## config.mk

```make
export PLATFORM = sky130hd
export DESIGN_NAME = vec_irq_ctrl
export DESIGN_NICKNAME = d
export VERILOG_FILES = /design/src/rtl/vic_pkg.sv /design/src/rtl/vic_trap_encoder.sv /design/src/rtl/vic_src_arbiter.sv /design/src/rtl/vic_addr_gen.sv /design/src/rtl/vec_irq_ctrl.sv
export SDC_FILE = /design/constraint.sdc
export NUM_CORES = 1
export LEC_CHECK = 0
export ABC_AREA = 1
export BUFFER_PORTS_ARGS = -buffer_cell sky130_fd_sc_hd__buf_4
export CAP_MARGIN = 20
export CORE_UTILIZATION = 40
export DETAILED_ROUTE_END_ITERATION = 10
export PLACE_DENSITY = 0.73
export SETUP_SLACK_MARGIN = 0.5
export SYNTH_ARGS = -nofsm -noshare
export SYNTH_HDL_FRONTEND = slang
export SYNTH_HIERARCHICAL = 1
export SYNTH_SLANG_ARGS = --single-unit
```

## constraint.sdc

```tcl
create_clock -name clk -period 207.5 [get_ports clk]
set_input_delay 20.75 -clock clk [delete_from_list [all_inputs] [get_ports clk]]
set_output_delay 20.75 -clock clk [all_outputs]
set_load 0.02 [all_outputs]
```

## src/rtl/vic_pkg.sv

```systemverilog
package vic_pkg;
   // address units occupied by one vector entry
   localparam int unsigned VIC_STRIDE = 2;

   function automatic int unsigned vic_idx_w(input int unsigned n);
      return (n > 1) ? $clog2(n) : 1;
   endfunction
endpackage

```

## src/rtl/vic_trap_encoder.sv

```systemverilog
module vic_trap_encoder #(
   parameter int unsigned N_TRAP = 8,
   localparam int unsigned TW = vic_pkg::vic_idx_w(N_TRAP)
) (
   input  logic [N_TRAP-1:0] pend,
   output logic              found,
   output logic [TW-1:0]     win
);
   // lowest index wins: scan downward so the last hit is the lowest
   always_comb begin
      found = 1'b0;
      win   = '0;
      for (int i = N_TRAP - 1; i >= 0; i--) begin
         if (pend[i]) begin
            found = 1'b1;
            win   = TW'(i);
         end
      end
   end
endmodule

```

## src/rtl/vic_src_arbiter.sv

```systemverilog
module vic_src_arbiter #(
   parameter int unsigned N      = 118,
   parameter int unsigned PW     = 3,
   localparam int unsigned SW    = vic_pkg::vic_idx_w(N)
) (
   input  logic [N-1:0]    pend,
   input  logic [N-1:0]    en,
   input  logic [N*PW-1:0] prio_flat,
   input  logic [PW-1:0]   ipl,
   output logic            found,
   output logic [SW-1:0]   win,
   output logic [PW-1:0]   win_prio
);
   logic [PW-1:0] lvl;

   // downward scan with >= keeps the lowest index among equal levels
   always_comb begin
      found    = 1'b0;
      win      = '0;
      win_prio = '0;
      lvl      = '0;
      for (int i = N - 1; i >= 0; i--) begin
         lvl = prio_flat[i*PW +: PW];
         if (pend[i] && en[i] && (lvl != '0) && (lvl > ipl) && (lvl >= win_prio)) begin
            found    = 1'b1;
            win      = SW'(i);
            win_prio = lvl;
         end
      end
   end
endmodule

```

## src/rtl/vic_addr_gen.sv

```systemverilog
module vic_addr_gen #(
   parameter int unsigned ADDR_W   = 24,
   parameter int unsigned IDX_W    = 7,
   parameter int unsigned PRI_BASE = 4,
   parameter int unsigned ALT_BASE = 256,
   parameter bit          ALT_EN   = 1'b1
) (
   input  logic              alt_sel,
   input  logic [IDX_W-1:0]  idx,
   output logic [ADDR_W-1:0] addr
);
   logic [ADDR_W-1:0] offset;
   assign offset = ADDR_W'(idx) * ADDR_W'(vic_pkg::VIC_STRIDE);

   generate
      if (ALT_EN) begin : g_dual
         assign addr = (alt_sel ? ADDR_W'(ALT_BASE) : ADDR_W'(PRI_BASE)) + offset;
      end else begin : g_single
         logic unused_alt;
         assign unused_alt = alt_sel;
         assign addr = ADDR_W'(PRI_BASE) + offset;
      end
   endgenerate
endmodule

```

## src/rtl/vec_irq_ctrl.sv

```systemverilog
module vec_irq_ctrl #(
   parameter int unsigned N_TRAP   = 8,
   parameter int unsigned N_SRC    = 118,
   parameter int unsigned PRIO_W   = 3,
   parameter int unsigned ADDR_W   = 24,
   parameter int unsigned PRI_BASE = 4,
   parameter int unsigned ALT_BASE = PRI_BASE + vic_pkg::VIC_STRIDE * (N_TRAP + N_SRC),
   parameter bit          ALT_EN   = 1'b1,
   localparam int unsigned N_VEC   = N_TRAP + N_SRC,
   localparam int unsigned IDX_W   = vic_pkg::vic_idx_w(N_VEC),
   localparam int unsigned TW      = vic_pkg::vic_idx_w(N_TRAP),
   localparam int unsigned SW      = vic_pkg::vic_idx_w(N_SRC)
) (
   input  logic                     clk,
   input  logic                     rst_n,
   input  logic [N_SRC-1:0]         src_req,
   input  logic [N_SRC-1:0]         src_en,
   input  logic [N_SRC*PRIO_W-1:0]  src_prio,
   input  logic [N_TRAP-1:0]        trap_req,
   input  logic [PRIO_W-1:0]        cpu_ipl,
   input  logic                     alt_sel,
   input  logic                     ack,
   output logic                     irq,
   output logic [IDX_W-1:0]         vec_idx,
   output logic [PRIO_W:0]          vec_prio,
   output logic [ADDR_W-1:0]        vec_addr
);
   localparam logic [PRIO_W:0] TRAP_LVL = (PRIO_W+1)'(1) << PRIO_W;

   // elaboration-time parameter checks
   if (N_TRAP < 1)  begin : g_bad_trap  $error("N_TRAP must be at least 1");  end
   if (N_SRC < 1)   begin : g_bad_src   $error("N_SRC must be at least 1");   end
   if (PRIO_W < 1)  begin : g_bad_prio  $error("PRIO_W must be at least 1");  end
   if (ADDR_W < 8 || ADDR_W > 31) begin : g_bad_addr $error("ADDR_W out of range"); end
   if (ALT_EN && (ALT_BASE < PRI_BASE + vic_pkg::VIC_STRIDE * N_VEC))
      begin : g_bad_alt $error("alternate table overlaps the primary table"); end

   logic [N_TRAP-1:0] tpend, tclr, tpend_m;
   logic [N_SRC-1:0]  spend, sclr, spend_m;
   logic              take, upd;

   assign take = ack && irq;
   assign upd  = !irq || ack;

   // one-hot clear of the registered winner
   for (genvar t = 0; t < N_TRAP; t++) begin : g_tclr
      assign tclr[t] = take && (vec_idx == IDX_W'(t));
   end
   for (genvar s = 0; s < N_SRC; s++) begin : g_sclr
      assign sclr[s] = take && (vec_idx == IDX_W'(N_TRAP + s));
   end

   assign tpend_m = tpend & ~tclr;
   assign spend_m = spend & ~sclr;

   logic          t_found, s_found;
   logic [TW-1:0] t_win;
   logic [SW-1:0] s_win;
   logic [PRIO_W-1:0] s_prio;

   vic_trap_encoder #(.N_TRAP(N_TRAP)) u_trap (
      .pend  (tpend_m),
      .found (t_found),
      .win   (t_win)
   );

   vic_src_arbiter #(.N(N_SRC), .PW(PRIO_W)) u_src (
      .pend      (spend_m),
      .en        (src_en),
      .prio_flat (src_prio),
      .ipl       (cpu_ipl),
      .found     (s_found),
      .win       (s_win),
      .win_prio  (s_prio)
   );

   logic              nxt_found;
   logic [IDX_W-1:0]  nxt_idx;
   logic [PRIO_W:0]   nxt_prio;
   logic [ADDR_W-1:0] nxt_addr;

   always_comb begin
      nxt_found = t_found || s_found;
      if (t_found) begin
         nxt_idx  = IDX_W'(t_win);
         nxt_prio = TRAP_LVL;
      end else begin
         nxt_idx  = IDX_W'(N_TRAP) + IDX_W'(s_win);
         nxt_prio = {1'b0, s_prio};
      end
   end

   vic_addr_gen #(
      .ADDR_W   (ADDR_W),
      .IDX_W    (IDX_W),
      .PRI_BASE (PRI_BASE),
      .ALT_BASE (ALT_BASE),
      .ALT_EN   (ALT_EN)
   ) u_addr (
      .alt_sel (alt_sel),
      .idx     (nxt_idx),
      .addr    (nxt_addr)
   );

   always_ff @(posedge clk or negedge rst_n) begin
      if (!rst_n) begin
         tpend    <= '0;
         spend    <= '0;
         irq      <= 1'b0;
         vec_idx  <= '0;
         vec_prio <= '0;
         vec_addr <= '0;
      end else begin
         tpend <= tpend_m | trap_req;
         spend <= spend_m | src_req;
         if (upd) begin
            irq <= nxt_found;
            if (nxt_found) begin
               vec_idx  <= nxt_idx;
               vec_prio <= nxt_prio;
               vec_addr <= nxt_addr;
            end
         end
      end
   end

   // outputs frozen while waiting for acknowledge
   a_r9_hold_until_ack: assert property (@(posedge clk) disable iff (!rst_n)
      (irq && !ack) |=> (irq && $stable(vec_idx) && $stable(vec_prio) && $stable(vec_addr)));

   // a trap left pending at a selection edge always wins it
   a_r5_trap_first: assert property (@(posedge clk) disable iff (!rst_n)
      (upd && (|tpend_m)) |=> (irq && vec_prio == TRAP_LVL));

   // trap level appears exactly with trap indices
   a_r6_index_class: assert property (@(posedge clk) disable iff (!rst_n)
      irq |-> ((vec_prio == TRAP_LVL) == (vec_idx < IDX_W'(N_TRAP))));

   // source winner is always above the CPU level
   a_r2_above_ipl: assert property (@(posedge clk) disable iff (!rst_n)
      s_found |-> (s_prio > cpu_ipl && s_prio != '0));
endmodule

```

== After elaboration in Yosys (flattened, before gate mapping) ==
Cells that the tools add are included.
Word-level totals
  bits in registers: 162
  input port bits: 605
  output and inout port bits: 36
  logic and storage cells: 1470
Operators by class
  add/sub/neg operators: 2
  order comparisons: 236
  equal/unequal tests: 125
  muxes and demuxes: 373
  bitwise operators: 6
  reductions and logical operators: 722
Operators with widths (count)
  $mux 7: 119
  $logic_and 1x1->1: 599
  $eq 7x7->1 const B: 62
  $mux 3: 126
  $gt 3x3->1: 118
  $reduce_bool 3->1: 118
  $ge 3x3->1: 117
  $eq 7x6->1 const B: 32
  $mux 1: 126
  $and 118x118->118: 1
  $not 118->118: 1
  $or 118x118->118: 1
  $eq 7x5->1 const B: 16
  $eq 7x4->1 const B: 8
  $eq 7x3->1 const B: 4
  $add 24x8->24: 1
  $eq 7x2->1 const B: 2
  $mux 9: 1
  $and 8x8->8: 1
  $not 8->8: 1
  $or 8x8->8: 1
  $add 4x7->7 const A: 1
  $eq 7x1->1 const B: 1
  $logic_not 7->1: 1
  other kinds (5): 6

== Depth between registers and ports, before layout ==
  word-level depth: 363
  gate-level depth with buffers: 1111
  depth with buffers taken out: 1110

== By module ==
Netlist, hierarchy kept.
Modules (own cells, without submodules)
  vic_src_arbiter: instances 1, cells each 3951, area each 23491.3 µm², seq. area each 0.0 µm²
  vec_irq_ctrl: instances 1, cells each 999, area each 7409.6 µm², seq. area each 4053.9 µm²
  vic_addr_gen: instances 1, cells each 42, area each 269.0 µm², seq. area each 0.0 µm²
  vic_trap_encoder: instances 1, cells each 22, area each 98.8 µm², seq. area each 0.0 µm²

== Worst setup path before layout ==
Ideal clock, no wire load.
  path kind: input-to-reg
  start point: input cpu_ipl[2]
  end point: register vec_addr[7]
  setup time: 117 ps
  arrival: 129359 ps
  data required time: 207383 ps
  slack: 78024 ps
  stages on the path: 994
  path buffers: 1
  cell sequence: inv_1 -> ha_1 -> nand3_1 -> nand3_2 -> nor2_4 -> nand2_1 -> ha_1 -> a21oi_1 -> nand3_1 -> nand3_2 -> inv_2 -> o21ai_0 -> inv_1 -> ha_1 -> o21ai_0 -> nand3_1 -> nand2_1 -> nand2_1 -> [... 958 more ...] -> or2_2 -> nand2_1 -> ha_1 -> a21oi_1 -> o211ai_1 -> nand3_1 -> nand2_1 -> inv_1 -> o2111ai_1 -> nor2_1 -> ha_1 -> inv_1 -> nor2_1 -> nand3_1 -> o21bai_1 -> nand2_1 -> nand2_1 -> nand2_1
On the way
  longest elaborated chain between the ends: 358
  elaborated cells between the ends (all ways): 829
  those cells by class: add/sub: 2; order compare: 235; mux: 354; reduce/logical: 238
Ends and longest elaborated chain
  start, declared: RTL line vec_irq_ctrl.sv:20  | input logic [PRIO_W-1:0] cpu_ipl,
  $gt 3x3->1: RTL line vic_src_arbiter.sv:24  | if (pend[i] && en[i] && (lvl != '0) && (lvl > ipl) && (lvl >= win_prio)) begin
  $logic_and 1x1->1 (2 in a row): RTL line vic_src_arbiter.sv:24
  $mux 3: RTL line vic_src_arbiter.sv:24
  $ge 3x3->1: RTL line vic_src_arbiter.sv:24
  $logic_and 1x1->1: RTL line vic_src_arbiter.sv:24
  $mux 3: RTL line vic_src_arbiter.sv:24
  $ge 3x3->1: RTL line vic_src_arbiter.sv:24
  $logic_and 1x1->1: RTL line vic_src_arbiter.sv:24
  [... 344 more ...]
  $logic_and 1x1->1: RTL line vic_src_arbiter.sv:24
  $mux 7 (*): RTL line vic_src_arbiter.sv:24
  named net s_win[3]: RTL line vec_irq_ctrl.sv:58  | logic [SW-1:0] s_win;
  $add 4x7->7 (*): RTL line vec_irq_ctrl.sv:88  | nxt_idx = IDX_W'(N_TRAP) + IDX_W'(s_win);
  $mux 7 (*): RTL line vec_irq_ctrl.sv:84  | if (t_found) begin
  named net nxt_idx[4]: RTL line vec_irq_ctrl.sv:78  | logic [IDX_W-1:0] nxt_idx;
  $add 24x8->24 (*): RTL line vic_addr_gen.sv:17  | assign addr = (alt_sel ? ADDR_W'(ALT_BASE) : ADDR_W'(PRI_BASE)) + offset;
  named net nxt_addr[7]: RTL line vec_irq_ctrl.sv:80  | logic [ADDR_W-1:0] nxt_addr;
  end signal, assigned: RTL line vec_irq_ctrl.sv:121  | vec_addr <= nxt_addr;
  end, declared: RTL line vec_irq_ctrl.sv:26  | output logic [ADDR_W-1:0] vec_addr
The timed path passes the listed nets; every way through them passes the cells marked *.
A chain may end at the register's enable or synchronous reset.

==> impl_metrics.py <==
metrics = {
    "placement": {
        "dp_hpwl_um": 99850,
        "dp.cells": 6699,
        "finalWeightedCongestion": 0.9472,
        "io_buffers": 640,
    },
    "synthesis": {
        "syn-instance-count": 5014,
        "synth-warning-count": 6,
        "avgSynthCellArea_um2": 6.236,
        "synth_area_leaders": "ha_1, nand2_1, dfrtp_1, inv_1, nand3_1",
        "ys_async_sr_fraction_pct": 100.0,
        "ys_ff_latch": 162,
        "synthXorXnorAreaFrac_pct": 0.08403,
        "yosysSeqAreaShare_pct": 12.96,
        "synth_edf_count": 0,
        "synth-compound-area-share_pct": 14.44,
        "synthSimpleGateAreaFrac_pct": 38.27,
        "synthAdderAreaFrac_pct": 21.33,
        "yosysTopAreaCellShare_pct": 21.33,
        "ys.flop_type": "dfrtp_1",
        "netlist_area_um2": 31270,
        "netlist-cell-type-count": 67,
        "synth_largest_area_cell": "ha_1",
        "synth_top_family_by_area": "simple AND/OR/NAND/NOR gates",
        "synthMuxAreaShare_pct": 0,
    },
    "clock_tree": {
        "cts_tree": "done",
        "insertion_delay_ns": 0.50,
        "post_cts_buffers": 0,
        "clock-sinks": 162,
        "cts_root_buf": "clkbuf_16",
        "path_clk_slew_ns": 0.07,
        "cts_hold_buf": 0,
        "cts_buffers": 17,
        "h-tree-depth": 4,
        "cts_buffer_depth": 2,
        "cts_resized": 0,
    },
    "die": {
        "initial_core_util_pct": 40.43,
        "rows": 102,
        "ioPinCount": 641,
        "fp.dieW_um": 281.6,
        "die_h_um": 281.6,
        "dieArea_um2": 79290,
        "coreArea_um2": 77340,
    },
    "drt": {
        "vias": 35490,
        "wl_met1_um": 50220,
        "topRoutingLayerUsed": "met5",
        "routed_wl_um": 118700,
        "dr.first_iter.drc_count": 2087,
        "firstDrtPassIters": 5,
        "ant_nets": 0,
        "viasPerCell": 5.264,
        "wl_met3_um": 8536,
        "wire_per_inst_um": 17.61,
        "wl_met2_um": 55090,
        "drcViolationCount": 0,
    },
    "cells_and_area": {
        "multiInputGateArea_um2": 23250,
        "layout.nets": 6816,
        "seq_area_um2": 4054,
        "drive_gt1_share_pct": 19.82,
        "area_growth_pct": 21.63,
        "most-common-layout-cells": "nand2_1, inv_1, buf_4, nand3_1, ha_1",
        "layout_commonest_cell": "nand2_1",
        "fin_cells": 6742,
        "final_util_pct": 49.18,
        "fillCellCount": 8082,
    },
    "critical_path": {
        "r2r_cells": 1000,
        "cp-start-kind": "input pin",
        "reg2reg_to": "vec_prio[3]$_DFFE_PN0P_",
        "cp.required_ns": 207.89,
        "r2r_slack_ns": 84.36,
        "r2r_start": "vec_idx[6]$_DFFE_PN0P_",
        "worstSetupPathType": "in -> reg",
        "critPathMaxStageDelay_ns": 0.75,
        "worstPathArrival_ns": 143.45,
        "crit_fanout": 41,
        "cpMostUsedCell": "nand2_1",
        "endpoint_kind": "flop",
        "critPathSlowestCell": "inv_1",
    },
    "pwr": {
        "power.density_nw_per_um2": 12.00,
        "totalPowerFinal_w": 0.0004566,
        "leakage_nw": 21.37,
        "worst_ir_drop_vdd_mv": 0.006714,
    },
    "timing": {
        "relSlewSlack_pct": 30.85,
        "timing.final.crit_share_pct": 68.95,
        "setup_viol": 0,
        "max_freq_mhz": 6.990,
        "hold_violations": 0,
        "skew_ns": 0.02111,
        "finalSetupTns_ns": 0,
        "period_needed_ns": 143.06,
        "grt_setup_unrepaired": "no",
        "drv_slew": 0,
        "tightest_slew_ns": 1.036,
    },
    "run": {
        "maxCapViolCount": 0,
    },
    "global_routing": {
        "grt_usage_pct": 29.38,
        "grt_pass1_vias": 33780,
        "antenna_found_initial": 14,
        "grt.overflow.total": 0,
        "grt_max_degree": 97,
        "grt_pass1_wl_um": 180600,
    },
    "hold_path": {
        "worstHoldEndpoint": "spend[4]$_DFF_PN0_",
        "min-delay-start": "spend[4]$_DFF_PN0_",
        "hold_path.class": "reg -> reg",
        "hold_depth": 2,
    },
    "status": {
        "status": "complete, no violations",
    },
}
## where the power goes
| group | internal (W) | switching (W) |
|---|---|---|
| clock network | 0.0000169 | 0.0000159 |
| registers | 0.0000322 | 0.000000495 |
| logic | 0.000145 | 0.000246 |
## synth_stat cells, drive strengths merged (2+ instances only)
library cell and count:
a2111oi 3, a211oi 108, a21boi 13, a21oi 82
a22oi 6, a311oi 77, a31oi 20, and2 18
and3 5, buf 36, clkbuf 4, clkinv 13
dfrtp 162, ha 533, inv 994, nand2 1546
nand3 661, nand3b 5, nand4 31, nor2 217
nor3 68, nor3b 2, nor4 8, o211ai 10
o21a 6, o21ai 267, o21bai 7, o22ai 8
o311ai 63, o31ai 11, or2 18, xor2 2
## flip-flops by register name (all words and copies together) (netlist names)
register	cells
irq	1
spend	118
tpend	8
vec_addr	24
vec_idx	7
vec_prio	4
## layer usage
layer | GRT usage [%] | up-vias
met5 | 0 | -
met4 | 12.96 | 6
met3 | 5.469 | 221
met2 | 49.72 | 1133
met1 | 36.13 | 16180
li1 | - | 17950
## critical path: cells and delay by family
kind | cells | cell delay, ns
buffers and inverters | 116 | 7.33
adder cells (fa/ha/maj) | 92 | 26.46
AO/OA/AOI/OAI | 159 | 23.75
AND/OR/NAND/NOR | 419 | 39.30
## worst max-delay path by stage
| stage | start | to | slack (ns) | cells after the start |
|---|---|---|---|---|
| after floorplan | cpu_ipl[2] | vec_addr[7]$_DFFE_PN0P_ | 78.02 | 1099 |
| after global placement | ack | vec_prio[3]$_DFFE_PN0P_ | 68.07 | 1097 |
| final | ack | vec_prio[3]$_DFFE_PN0P_ | 64.44 | 786 |
| after CTS | ack | vec_prio[3]$_DFFE_PN0P_ | 65.49 | 785 |
| after detailed placement | ack | vec_prio[3]$_DFFE_PN0P_ | 65.34 | 802 |
| after global routing | ack | vec_prio[3]$_DFFE_PN0P_ | 49.56 | 780 |
## cell families after synthesis
logic type | count (synthesis)
and+or+nand+nor | 2581
xor gates and xnor gates | 3
adders and majority gates | 533
other | 1
buffers and inverters | 1047
DFF | 162
AOI/OAI and AO/OA | 687
## through the flow
step | hold slack, ns | worst slack, ns | instance area (um2)
after detailed placement | 0.4537 | 65.34 | 37430
final | 0.4649 | 64.44 | 38030
after global placement | 0.4494 | 68.07 | 37430
after CTS | 0.4685 | 65.49 | 38010
after floorplan | 0.4364 | 78.02 | 31320
after global routing | 0.4873 | 49.56 | 38030
## layout make-up
class | count | area share [%]
multi-input combinational | 3819 | 61.12
timing repair buffer | 671 | 13.26
sequential | 162 | 10.66
inverter | 1007 | 9.962
tap | 1040 | 3.421
clock buffer | 18 | 1.128
clock inverter | 14 | 0.3750
antenna | 11 | 0.07238
Note: power is estimated with default switching activity, not from simulation.
